### src/rtl/seg_addr_gen.sv
module seg_addr_gen #(
  parameter int SEG_W  = 16,
  parameter int ADDR_W = 20
) (
  input  logic              clk,
  input  logic              rst_n,
  input  logic              wr_en,
  input  logic [2:0]        wr_sel,
  input  logic [SEG_W-1:0]  wr_data,
  input  logic              fetch_req,
  input  logic              op_req,
  input  logic [1:0]        op_seg,
  input  logic [SEG_W-1:0]  op_off,
  output logic [ADDR_W-1:0] phys_addr,
  output logic              addr_valid
);
  localparam int SHIFT   = ADDR_W - SEG_W;
  localparam int NSEG    = 4;
  localparam int CODE_IX = 1;
  localparam logic [2:0] IP_SEL = 3'd4;

  logic [SEG_W-1:0] seg_q [NSEG];
  logic [SEG_W-1:0] ip_q;
  logic [SEG_W-1:0] cs_cur;
  logic [SEG_W-1:0] base_seg;
  logic [SEG_W-1:0] offset;
  logic [ADDR_W-1:0] sum;
  logic             req;

  assign cs_cur   = seg_q[CODE_IX];
  assign req      = fetch_req | op_req;
  assign base_seg = fetch_req ? cs_cur : seg_q[op_seg];
  assign offset   = fetch_req ? ip_q : op_off;
  assign sum      = {base_seg, {SHIFT{1'b0}}} + ADDR_W'(offset);

  always_ff @(posedge clk or negedge rst_n) begin
    if (!rst_n) begin
      for (int i = 0; i < NSEG; i++) seg_q[i] <= '0;
    end else if (wr_en && wr_sel < IP_SEL) begin
      seg_q[wr_sel[1:0]] <= wr_data;
    end
  end

  always_ff @(posedge clk or negedge rst_n) begin
    if (!rst_n)                        ip_q <= '0;
    else if (wr_en && wr_sel == IP_SEL) ip_q <= wr_data;
    else if (fetch_req)                 ip_q <= ip_q + 1'b1;
  end

  always_ff @(posedge clk or negedge rst_n) begin
    if (!rst_n) begin
      phys_addr  <= '0;
      addr_valid <= 1'b0;
    end else begin
      addr_valid <= req;
      if (req) phys_addr <= sum;
    end
  end
endmodule


### config.mk
export PLATFORM = sky130hd
export DESIGN_NAME = seg_addr_gen
export DESIGN_NICKNAME = d
export VERILOG_FILES = /design/src/rtl/seg_addr_gen.sv
export SDC_FILE = /design/constraint.sdc
export NUM_CORES = 1
export LEC_CHECK = 0
export ABC_AREA = 1
export CELL_PAD_IN_SITES_DETAIL_PLACEMENT = 0
export CELL_PAD_IN_SITES_GLOBAL_PLACEMENT = 1
export CORE_MARGIN = 2
export CORE_UTILIZATION = 42
export CTS_CLUSTER_SIZE = 20
export DETAILED_ROUTE_END_ITERATION = 10
export GPL_TIMING_DRIVEN = 0
export PLACE_DENSITY_LB_ADDON = 0.1
export SYNTH_ARGS = -nofsm -noshare
export SYNTH_HDL_FRONTEND = slang
export SYNTH_SLANG_ARGS = --single-unit
### constraint.sdc
create_clock -name clk -period 2.9 [get_ports clk]
set_input_delay 0.58 -clock clk [delete_from_list [all_inputs] [get_ports clk]]
set_output_delay 0.58 -clock clk [all_outputs]
set_load 0.03 [all_outputs]
==> results of run 1 <==
==> area by class of cell <==
type	count	area [um^2]	share of cell area
multi-input cells	494	2590	0.386
clock buffers	9	225	0.0336
flip-flops and latches	101	2530	0.377
well taps	172	215	0.0321
repair buffers	64	643	0.0959
plain buffers	29	178	0.0265
inverters	71	269	0.0401
clock inverters	5	62.6	0.00933
==> routing by layer <==
layer  up-vias  share of wire
met2        99           0.50
met1      2369           0.45
met4         0          0.021
met5         -              0
li1       2438              -
met3        20          0.036
==> sequential cells by signal, summed over array words and instances (netlist names) <==
name	count
ip_q	16
seg_q	48
addr_valid	1
cs_cur	16
phys_addr	20
==> worst min path at each step <==
stage | from | end
2_1_floorplan | rst_n | addr_valid
3_3_place_gp | seg_q[26] | seg_q[26]
3_5_place_dp | phys_addr[4] | phys_addr[4]
4_1_cts | rst_n | phys_addr[10]
5_1_grt | rst_n | phys_addr[10]
6_report | rst_n | phys_addr[10]
==> where the power goes <==
group	switching, mW	internal [mW]
clock	0.535	0.664
combinational	0.956	0.623
sequential	0.194	1.73
==> synth_stat cells, drive strengths merged <==
cell      n  area (um^2)
a21boi    1         11.3
nand2   193          739
dfrtp   101         2530
o21a      1         7.51
o221ai    8         70.1
a22oi     1         7.51
ha       13          163
nor3     11         70.1
a31oi     3         18.8
o22ai     3         18.8
fa        1         20.0
xor2     13          114
o31ai     2         15.0
clkbuf   17         63.8
buf      13         80.1
or2       3         18.8
nand4     2         12.5
a22o     11         96.3
o21ai   116          584
nand3    39          210
a221o     1         10.0
o211ai    2         15.0
inv      71          267
xnor2     3         26.3
a221oi    1         8.76
nor2     50          218
a21oi    16         83.8
==> cells by family (layout without fill, tap and decap cells) <==
| kind of cell | after synthesis | count (layout) | synth area share |
|---|---|---|---|
| buf+inv | 101 | 178 | 0.0749 |
| xor+xnor | 16 | 16 | 0.0256 |
| flops | 101 | 101 | 0.462 |
| fa+ha+maj | 14 | 14 | 0.0334 |
| simple gates | 298 | 298 | 0.232 |
| compound gates | 166 | 166 | 0.173 |
==> per-stage QoR <==
step | TNS [ps] | hold slack (ps) | setup slack [ps] | instances
final | 0 | 169 | 205 | 945
after global routing | 0 | 198 | 14.0 | 945
after CTS | 0 | 186 | 6.93 | 944
after detailed placement | -11230 | 469 | -1130 | 929
after global placement | -276300 | 462 | -2640 | 928
after floorplan | 0 | 284 | 75.4 | 696
==> worst register-to-register path, delay by kind of cell (launching register included) <==
family / cells / cell delay (ps)
AO/OA/AOI/OAI: 3 / 560
adder cells (fa/ha/maj): 1 / 400
flip-flops: 1 / 380
AND/OR/NAND/NOR: 9 / 910
==> timing repair <==
item                                    CTS  global route
hold buffers                              0             0
pin swaps                                 1             3
endpoints found under the setup margin   14            10
gates cloned                              0             0
gates resized for setup                  20            16
setup buffers                             2             1
==> run summary, run 1 <==
The routed layout has 4926 vias. Row generation in the floorplan step produced 41 rows. Counting I/O delays and the setup requirement, the final critical path takes 2690 ps. Via count of the first global-routing pass: 4980. The family of cells with the greatest summed delay on the critical path is buffers and inverters. The power per standard cell area is 701 nW/um^2, and the total of buffers placed on input and output ports is 60. For the number of diodes added for antenna fixing, the log shows 0. The tools report the count of endpoints failing setup in the final report as 0.

For the number of antenna violations at the first check in global routing, the log shows 0. STA classifies the critical path endpoint as a flip-flop. Antenna violation net count after detailed routing: 0. The logs give 752 for the synthesized netlist net count and 5480 um^2 for the mapped cell area. The slack of the worst reg-to-reg path came out at 560 ps. In this run the worst path has a maximum fanout of 19.

The core region area came out at 12700 um^2. The tree is rooted in a clkbuf_16. The tools report the end of the worst register-to-register path as phys_addr[19]. The met2 demand-to-capacity share in global routing came out at 0.413.

The cell depth of the worst flop-to-flop path came out at 13. For the relative max-transition margin, the log shows 0.617. In the final routed layout, each cell accounts on average for 17.0 um. A synthesized cell averages 7.87 um^2.

After clock tree synthesis, the clock-pin slew on the worst setup and hold paths is 70 ps. Measured along the y axis, the die boundary spans 118 um. The tools report the number of top-level pins as 63.

Traced cell by cell, the critical path runs through buf_2 > inv_2 > buf_8 > buf_4 > nand2_1 > o21ai_1 > ha_4 > inv_1 > fa_1 > inv_1 > nand3_1 > nand2_2 > nand3_1 > nand3_2 > nand3_1 > nand3_1 > nand2_1. Entering global routing, the biggest net connects 70 pins. The detailed router finished its first iteration with 374 violations.

For the initial core utilization, the log shows 0.432. The final layout contains 826 nets. The run gives 3.17 nW as the leakage component of the power. The logs give 0.0381 for the met3 global-route usage and 1260 for the filler cell count. Setup repair after global routing left no endpoint under its margin. The critical path capture point is phys_addr[18]. The layer flagged by global routing as most heavily used is met2. Once placement finished, the instance area stood at 6320 um^2. For the clock skew, the log shows 7.48 ps.

During synthesis, Yosys emitted a total of 0 warnings. The run gives 5 as the length of the first detailed-routing pass in iterations. The total global-route track usage is 0.239, and the clock insertion delay at the later pin of the skew report is 350 ps. The tools report the fraction of met1 tracks used by global routing as 0.305.

The clock drives 101 sinks. TritonCTS built the clock tree. The share of the clock period used by the worst path works out to 0.929.

In the layout the commonest cells are nand2_1, o21ai_0, dfrtp_1. Relative to the synthesized area, the layout overhead comes to 22.5%. The total overflow reported by the global router came out at 0. Slowest stage cell on the critical path: fa_1. The tools report the global-route wire length before repair as 26.0 mm. The placed wire-length estimate after detailed placement came out at 12.2 mm. Timing would allow up to 371 MHz. After synthesis, the netlist uses 41 different library cells.

The critical path runs through a total of 17 cells. At the pin with the least slew margin, the transition time is 575 ps. The die covers 14000 um^2. The tools report the global placer's final weighted congestion as 0.928. STA puts the critical path data arrival time at 2930 ps.

The most frequent cell on the critical path is nand3_1. The path class of the tightest hold or removal check is in -> async. Across the run, the number of max-cap violations was 0.

The fraction of layout instances using a drive strength above 1 was 0.0841; the horizontal die dimension was 118 um. Total power for the finished layout comes to 4.70 mW. The run gives 0 as the final number of max-transition violations. After detailed routing, the number of vias per cell comes to 5.21.

The critical path contains buffers and inverters numbering 6 combined. In this run the critical register-to-register path is launched from seg_q[24]. On the worst path, the slowest cell contributes a delay of 360 ps. The run finished with clean final reports. The run gives 0.313 mV as the maximum resistive drop on vdd. No sink is reached through more buffers than the 2 on the longest clock path. For the proportion of synthesized chip area in sequential cells, the log shows 0.462. The logs give 9 for the clock buffer count from CTS and 0 for the final hold violation count. The routed design has 16.0 mm of wire.

The run gives 0 as the number of design rule violations left after detail routing. At the worst endpoint, the required time is 3140 ps. The worst setup path is launched from an input port. CTS built an H-tree with a depth of 3. After technology mapping, the gate count stands at 696.

The library cell used most frequently in the layout, excluding fill and tap cells, is nand2_1. After routing the design area is 6710 um^2. The share of the core filled with cells came out at 0.529. Tracing the worst setup path back leads to its startpoint at fetch_req. The start-to-end type of the worst setup path is in -> reg. Synthesis inferred 101 register bits.
(Power assumes the default switching activity.)
==> run 2: changes to the inputs <==
Settings changed: REMOVE_ABC_BUFFERS set to 1.
==> run summary, run 2 (same netlist as run 1, synthesis figures left out) <==
The run finished with clean final reports. Total power: 4.75 mW (+0.92%). Number of nets in the final layout: 800 (-3.1%).

The detailed-route via count came out at 4837 (-1.8%). Actual slew at the worst max-slew pin: 1200 ps (+628 ps). The library cell used most frequently in the layout, excluding fill and tap cells, is nand2_1.

Setup repair after global routing left no endpoint under its margin. Clock buffer count from CTS: 9 (unchanged). The register with the most flip-flops in the final layout is seg_q.

STA classifies the critical path startpoint as an input port. From synthesis to final layout, the design area changed by 20.3%. The max capacitance violation total was 0 (unchanged); the leakage component of the power was 3.12 nW (-1.6%).

The placed wire-length estimate after detailed placement is 9.96 mm (-19%). The end of the worst register-to-register path is phys_addr[18]. Final critical-path required period: 2740 ps (+45.7 ps). TritonCTS built the clock tree.

The tools report the H-tree depth reported by CTS as 3 (unchanged). The first-iteration detailed-routing DRC count came out at 305 (-18%). The share of the clock period used by the worst path is 0.945 (+0.0158). The site row count came out at 41 (unchanged). The tools report the final number of max-transition violations as 0 (unchanged).

The slack of the worst reg-to-reg path is 540 ps (-20 ps). Number of design rule violations left after detail routing: 0 (unchanged). The maximum root-to-sink buffer count is 2 (unchanged), and the worst path required time is 3130 ps (about the same).

The tools report the number of diodes added for antenna fixing as 0 (unchanged). Class of the tightest hold or removal check: in -> async. The number of flip-flops in the largest register is 48 (unchanged), and the cell depth of the worst flop-to-flop path is 14 (+1). The tools report the CTS sink count as 101 (unchanged).

The total global-route track usage came out at 0.221 (-0.0184). The logs give 0 (unchanged) for the final hold violation count and 0 (unchanged) for the total overflow reported by the global router. The global placer's final weighted congestion came out at 0.850 (-8.4%). The fraction of layout instances using a drive strength above 1 is 0.0654 (-0.0187).

The library cells used most frequently in the layout, excluding fill and tap cells, are nand2_1, o21ai_0, dfrtp_1. The horizontal die dimension was 118 um (unchanged); the maximum operating frequency was 365 MHz (-1.7%). The die outline height came out at 118 um (unchanged). The initial core utilization was 0.432 (unchanged); the maximum number of pins on one net before global-route repair was 56 (-20%). The number of antenna violations at the first check in global routing came out at 0 (unchanged).

The maximum resistive drop on vdd was 0.323 mV (+3.4%). The tools report the endpoint class of the critical path as a flip-flop. The via count of the first global-routing pass came out at 4690 (-5.8%). The largest registers in the layout are seg_q (48), phys_addr (20).

The power per standard cell area came out at 720 nW/um^2 (+2.7%). Average vias per placed instance: 5.25 (+0.75%). The logs give 12700 um^2 (unchanged) for the core region area and 0 (unchanged) for the antenna violation net count after detailed routing. The arrival time at the worst endpoint is 2970 ps (+40 ps). The clock insertion delay at the later pin of the skew report is 350 ps (about the same), and the clock transition at the register clock pins on the worst setup and hold paths after CTS is 70 ps (about the same). The highest fanout seen on the critical path came out at 20 (+1). In this run the critical register-to-register path is launched from seg_q[16].

The clock skew came out at 5.63 ps (-1.85 ps). The tools report the post-route setup TNS as 0 ps (unchanged). Total of buffers placed on input and output ports: 62 (+3.3%). The relative max-transition margin was 0.196 (-0.421). For the final wirelength, the log shows 14.7 mm (-8.6%). Global-route wire length before repair: 24.4 mm (-6.1%). The number of top-level pins was 63 (unchanged).

The tools report the area of the die as 14000 um^2 (unchanged). Start-to-end type of the worst setup path: in -> reg. CTS placed an instance of clkbuf_16 at the clock tree root. The count of endpoints failing setup in the final report was 0 (unchanged).

The average wire per cell in the routed design is 15.9 um (-6.2%). The length of the first detailed-routing pass in iterations was 5 (unchanged).
run 2: stage by stage:
stage	util	area [um^2]	setup WS (ps)	std cells	hold slack [ps]
2_1_floorplan	-	5330	22.9	666	284
3_3_place_gp	0.487	6170	-2640	900	464
3_5_place_dp	0.489	6190	-1970	901	468
4_1_cts	0.520	6590	1.62	921	310
5_1_grt	0.520	6590	11.6	921	339
6_report	0.520	6590	159	921	292
run 2: worst max-delay path by stage:
stage                   start            end  slack (ps)  cells past startpoint
finish              wr_sel[1]        ip_q[2]         160                      9
global route        wr_sel[1]        ip_q[2]          10                      9
CTS                 op_seg[0]  phys_addr[18]           2                     15
detailed placement  op_seg[0]  phys_addr[18]       -1970                     15
global placement        rst_n      seg_q[25]       -2640                      1
floorplan           fetch_req  phys_addr[14]          20                     14
run 2: cell type report:
type / count / area (um^2)
Timing Repair Buffer: 66 / 664
Clock inverter: 5 / 82.6
Inverter: 71 / 298
Fill cell: 1273 / 6080
Tap cell: 172 / 215
Timing Repair inverter: 1 / 8.76
Multi-Input combinational cell: 494 / 2550
Sequential cell: 101 / 2530
Clock buffer: 11 / 243
run 2: worst max-delay path, stage by stage:
cell	delay, ps
clkdlybuf4s50_1	460
nor2_1	160
nand3_1	690
inv_1	430
nor2_4	110
inv_1	170
nor3_1	70
a221oi_1	230
inv_1	70
run 2: timing repair:
action | 4_1_cts | 5_1_grt
buffers inserted | 3 | 0
hold endpoints to repair | 0 | 0
resized for setup | 20 | 12
gates cloned | 1 | 0
hold buffers | 0 | 0
pin swaps | 1 | 0
endpoints found under the setup margin | 16 | 10
run 2: layer usage:
layer  wire length [um]  track usage
met2               6590        0.345
met1               7000        0.310
met4                352       0.0866
met3                719       0.0323
met5                  0            0
run 2: where the power goes:
part,switching (mW),leakage (nW),total (mW),internal [mW]
clock network,0.539,0.160,1.32,0.784
registers,0.190,1.25,1.92,1.73
logic,0.904,1.71,1.50,0.598
